===== config.mk =====
export PLATFORM = sky130hd
export DESIGN_NAME = enc_chain_node
export DESIGN_NICKNAME = d
export VERILOG_FILES = /design/src/rtl/enc_chain_node.sv
export SDC_FILE = /design/constraint.sdc
export NUM_CORES = 1
export LEC_CHECK = 0
export BUFFER_PORTS_ARGS = -buffer_cell sky130_fd_sc_hd__buf_2
export CORE_MARGIN = 2
export CORE_UTILIZATION = 50
export CTS_CLUSTER_DIAMETER = 200
export DETAILED_ROUTE_END_ITERATION = 10
export PLACE_DENSITY = 0.74
export SETUP_SLACK_MARGIN = 0.5
export SLEW_MARGIN = 20
export SYNTH_ARGS = -nofsm -noshare
export SYNTH_HDL_FRONTEND = slang
export SYNTH_SLANG_ARGS = --single-unit

===== constraint.sdc =====
create_clock -name clk -period 1.7 [get_ports clk]
set_input_delay 0.425 -clock clk [delete_from_list [all_inputs] [get_ports clk]]
set_output_delay 0.425 -clock clk [all_outputs]
set_load 0.02 [all_outputs]

===== src/rtl/enc_chain_node.sv =====
module enc_chain_node #(
  parameter int POS_W       = 16,
  parameter int HOLD_W      = 6,
  parameter int SYNC_STAGES = 2
) (
  input  logic              clk,
  input  logic              rst_n,
  input  logic              sck,
  input  logic              ss_n,
  input  logic              sdi,
  output logic              sdo,
  input  logic [POS_W-1:0]  pos_in,
  input  logic [HOLD_W-1:0] hold_in,
  output logic              report_sent
);
  localparam int REC_W = 2 + HOLD_W + POS_W;
  localparam int CNT_W = $clog2(REC_W + 1);

  logic [SYNC_STAGES-1:0] sck_sy, ss_sy, sdi_sy;
  logic sck_d, ss_d, in_bit;
  logic [REC_W-1:0] sr;
  logic [CNT_W-1:0] cnt;

  wire sck_s    = sck_sy[SYNC_STAGES-1];
  wire ss_s     = ss_sy[SYNC_STAGES-1];
  wire sdi_s    = sdi_sy[SYNC_STAGES-1];
  wire sck_rise = sck_s & ~sck_d;
  wire sck_fall = ~sck_s & sck_d;
  wire ss_rise  = ss_s & ~ss_d;

  always_ff @(posedge clk or negedge rst_n)
    if (!rst_n) begin
      sck_sy <= '0;
      ss_sy  <= '1;
      sdi_sy <= '0;
      sck_d  <= 1'b0;
      ss_d   <= 1'b1;
    end else begin
      sck_sy <= {sck_sy[SYNC_STAGES-2:0], sck};
      ss_sy  <= {ss_sy[SYNC_STAGES-2:0], ss_n};
      sdi_sy <= {sdi_sy[SYNC_STAGES-2:0], sdi};
      sck_d  <= sck_s;
      ss_d   <= ss_s;
    end

  always_ff @(posedge clk or negedge rst_n)
    if (!rst_n) begin
      sr          <= {2'b10, {(REC_W-2){1'b0}}};
      cnt         <= '0;
      in_bit      <= 1'b0;
      report_sent <= 1'b0;
    end else begin
      report_sent <= 1'b0;
      if (ss_rise) begin
        sr  <= {2'b10, hold_in, pos_in};
        cnt <= '0;
      end else if (ss_s) begin
        cnt <= '0;
      end else begin
        if (sck_rise) begin
          in_bit <= sdi_s;
          if (cnt < CNT_W'(REC_W)) cnt <= cnt + 1'b1;
          if (cnt == CNT_W'(REC_W - 1)) report_sent <= 1'b1;
        end
        if (sck_fall) sr <= {sr[REC_W-2:0], in_bit};
      end
    end

  assign sdo = sr[REC_W-1];
endmodule



Word-level counts from Yosys, hierarchy flattened. Cells that the tools add are included.

Bits in latches: 0. Logic and storage cells: 38. ROM bits: 0. Bits in registers: 39. Bits in writable memories: 0. Memories kept: 0.

Multiply operators: 0. Add/subtract/negate cells: 1. Divide/modulo/power cells: 0. Multiplexer cells: 11. Shifts and indexed selects: 0. Equal/unequal tests: 2. Reduce and logical (&&, ||, !) cells: 6. Bitwise logic cells: 8. Magnitude comparators: 1.

Operators with widths (number): two-way mux 24 bit (3); two-way mux 5 bit (4); nonzero test 3 bit (2); adder 5 x 1 -> 5 bit (second input constant) (1); equality test 5 bit (second input constant) (1); < comparator 5 bit (second input constant) (1); NOT 1 bit (5); two-way mux 1 bit (4); AND reduction 2 bit (2); bitwise AND 1 bit (3); AND reduction 3 bit (1); inequality test 2 x 1 -> 1 bit (second input constant) (1); nonzero test 2 bit (1).

Depth between registers and ports, before layout.
Depth in word-level cells: 5. Depth in mapped cells: 4. Mapped depth without buffers: 3.

Worst setup path after synthesis. Ideal clock, no wire load.

Kind: register to register. Start: register ss_sy[1]. End: register sr[0]. Cell stages (with the launch flop): 5. Slack: 116 ps. Library setup time: 125 ps. Data required time: 1575 ps. Buffers on the path: 1. Arrival time: 1459 ps. Cell sequence: dfstp_2 and2b_4 buf_12 mux2_4 mux2_4.

Word-level cells in the longest chain between the ends: 3.

Ends and longest elaborated chain: from (decl) (line 19) `logic [SYNC_STAGES-1:0] sck_sy, ss_sy, sdi_sy;`; from (signal assigned) (line 40) `ss_sy <= {ss_sy[SYNC_STAGES-2:0], ss_n};`; bitwise AND 1 bit (line 29) `wire ss_rise = ss_s & ~ss_d;`; inequality test 2 x 1 -> 1 bit (no source line) / nonzero test 2 bit (equally long branches); AND reduction 2 bit (no source line); to (signal assigned) (line 48) `sr <= {2'b10, {(REC_W-2){1'b0}}};`; to (signal assigned) (line 55) `sr <= {2'b10, hold_in, pos_in};`; to (signal assigned) (line 65) `if (sck_fall) sr <= {sr[REC_W-2:0], in_bit};`; to (decl) (line 21) `logic [REC_W-1:0] sr;`.

Parallel ways exist; a longest one is shown, timed or not. A chain may end at the register's enable or synchronous reset.

Worst setup path in the final report.
Start: register ss_sy[1]. End: register sr[18].

The elaborated chain is that of the path after synthesis.

==> impl_metrics.tcl <==
set metrics [dict create \
    htreeDepth 2 \
    worst_slack_ns 0.0597 \
    wl_met2_um 1970 \
    grt_start_max_net_pins 23 \
    die_h_um 66.3 \
    finalSetupTns_ns 0 \
    synth_xor_area_frac 0 \
    path_clk_slew_ns 0.08 \
    synth_seq_cells 39 \
    track_usage 0.191 \
    worst_pin_slew_ns 0.479 \
    drt-initial-drc-count 31 \
    grt_pass1_wl_um 6040 \
    wl_um 3990 \
    start_util 0.527 \
    final_max_slew_viol_count 0 \
    drc_errors 0 \
    hold_viol 0 \
    fin_crit_sh 0.965 \
    p_total_w 0.00298 \
    mostFrequentLayoutCells "mux2_4, dfrtp_1, buf_2" \
    syn-num-nets 150 \
    routed-via-count 1176 \
    cellPowerDensity_nw_per_um2 1180 \
    period_needed_ns 1.64 \
    synth-compound-area-share 0.0386 \
    cp.required_ns 1.88 \
    rr_worst_depth 4 \
    synth_top_family_by_area "multiplexers" \
    regArea_sq_um 981 \
    cts_tree "done" \
    multi_input_area_sq_um 942 \
    wire_per_inst_um 18.0 \
    status "complete, no violations" \
    rsz0062_at_grt "true" \
    gp_congestion 0.671 \
    grt_pass1_vias 1241 \
    final_common_cell "mux2_4" \
    whs_ns 0.0752 \
    synth-simple-area-share 0.0554 \
    ir_drop_mv 0.743 \
    end_kind "flip-flop" \
    die_x_um 66.3 \
    placementRows 22 \
    clkLatencyLatePin_ns 0.30 \
    leakage_nw 1.22 \
    postSynthCellCount 122 \
    area_growth_pct 30.3 \
    max_cap_viol_count 0 \
    ys_types 30 \
    synth_fa_ha_area_frac 0.00644 \
    ios 29 \
    relSlewSlack 0.680 \
    antenna_found_initial 0 \
    fillCellCount 246 \
    yosysWarnings 0 \
    drive_above_1_share 0.661 \
    cts.sink_count 39 \
    setup_viol 0 \
    top_layer "met4" \
    final_nets 201 \
    cts-root-buf "clkbuf_8" \
    fmax_mhz 610 \
    ant_nets 0 \
    skew_ns 0.0118 \
    drt_pass1_iterations 4 \
    synth_area_sq_um 1940 \
    postCtsHoldBufs 0 \
    clk_path_buf_depth 2 \
    setup.worst_path.start_class "flip-flop" \
    dieArea_sq_um 4400 \
    yosysSeqAreaShare 0.505 \
    port_buffers 28 \
    antenna_cells 0 \
    synth_mux_area_frac 0.354 \
    dr_wl_met3_um 164 \
    critical_path_peak_fanout 6 \
    place_ws_ns 0.0986 \
    coreArea_sq_um 3690 \
    dpl.hpwl_um 2200 \
    syn-mean-instance-area_sq_um 15.9 \
    grt_remaining_overflow 0 \
    numCtsBuffers 5 \
    critPathKind "reg2reg" \
    viasPerCell 5.30 \
    hold_class "in2async" \
    arrival_ns 1.82 \
    met1Wirelength_um 1740 \
]
-- kinds of logic after synthesis --
family	count (synthesis)
multiplexers	48
flip-flops	39
adder cells (fa/ha/maj)	1
AO/OA/AOI/OAI	10
AND/OR/NAND/NOR	18
buffers and inverters	6
-- critical path: stages (launching register included) --
cell	delay, ns
dfstp_2	0.54
and2b_4	0.24
o21bai_4	0.22
clkbuf_16	0.22
mux2_4	0.30
-- cell type report --
cell class | instances | share of cell area
sequential | 39 | 0.388
inverter | 1 | 0.00247
tap | 48 | 0.0237
clock inverter | 1 | 0.00198
clock buffer | 7 | 0.0341
multi-input combinational | 77 | 0.372
timing repair buffer | 49 | 0.178
-- sequential cells by signal (all words and copies together) (netlist names), 2 cells and up --
signal  count
sdi_sy      2
sr         24
cnt         5
ss_sy       2
sck_sy      2
-- per-stage QoR --
step | util | cells | cell area [sq um]
final | 0.686 | 222 | 2530
after global routing | 0.686 | 222 | 2530
after CTS | 0.641 | 215 | 2360
after detailed placement | 0.585 | 198 | 2160
after global placement | 0.585 | 198 | 2160
after floorplan | - | 122 | 1960
-- metal layers --
metal,vias up,global-route usage
met5,-,0
met4,0,0.0995
met3,11,0.0528
met2,32,0.319
met1,592,0.224
li1,541,-
-- what timing repair did --
item | CTS | global route
pin swaps | 0 | 2
setup endpoints to repair | 26 | 28
buffers inserted | 8 | 3
gates cloned | 1 | 4
gates resized for setup | 9 | 13
-- synthesized netlist by cell type --
| library cell | count | area (sq um) |
|---|---|---|
| mux2_4 | 40 | 601 |
| nand3b_1 | 1 | 7.51 |
| nor3b_1 | 1 | 7.51 |
| a41oi_1 | 1 | 8.76 |
| o21ai_1 | 3 | 15.0 |
| nor3_1 | 1 | 5.00 |
| nand4b_1 | 1 | 8.76 |
| buf_12 | 2 | 40.0 |
| mux2_2 | 3 | 33.8 |
| and2b_4 | 1 | 10.0 |
| mux2_1 | 3 | 33.8 |
| or3_1 | 1 | 6.26 |
| nor2_1 | 4 | 15.0 |
| inv_1 | 1 | 3.75 |
| a21oi_1 | 3 | 15.0 |
| nor2b_1 | 1 | 6.26 |
| o21bai_4 | 1 | 18.8 |
| mux2i_1 | 2 | 20.0 |
| and2_1 | 1 | 6.26 |
| buf_2 | 1 | 5.00 |
| dfrtp_1 | 35 | 876 |
| o311ai_1 | 1 | 8.76 |
| nand3_1 | 2 | 10.0 |
| and2b_2 | 1 | 8.76 |
| ha_1 | 1 | 12.5 |
| nand2_1 | 1 | 3.75 |
| o41ai_1 | 1 | 8.76 |
| buf_8 | 2 | 30.0 |
| dfstp_2 | 4 | 105 |
| nand2b_1 | 2 | 12.5 |
-- worst paths after layout --
kind / startpoint / end / slack, ns
min: rst_n / sr[7] / 0.08
min reg2reg: sck_sy[0] / sck_sy[1] / 0.36
max: ss_sy[1] / sr[18] / 0.06
max in group asynchronous: rst_n / ss_sy[1] / 1.07
max reg2reg: ss_sy[1] / sr[18] / 0.06
min in group clk: ss_n / ss_sy[0] / 0.23
-- power by group --
group	switching, W	internal (W)	leakage [nW]	total [W]
clock	0.000311	0.000327	0.0482	0.000638
sequential	0.000172	0.00121	0.469	0.00138
combinational	0.000266	0.000701	0.705	0.000967
total	0.000749	0.00224	1.22	0.00298
No activity file was read; power rests on OpenSTA's default activity.
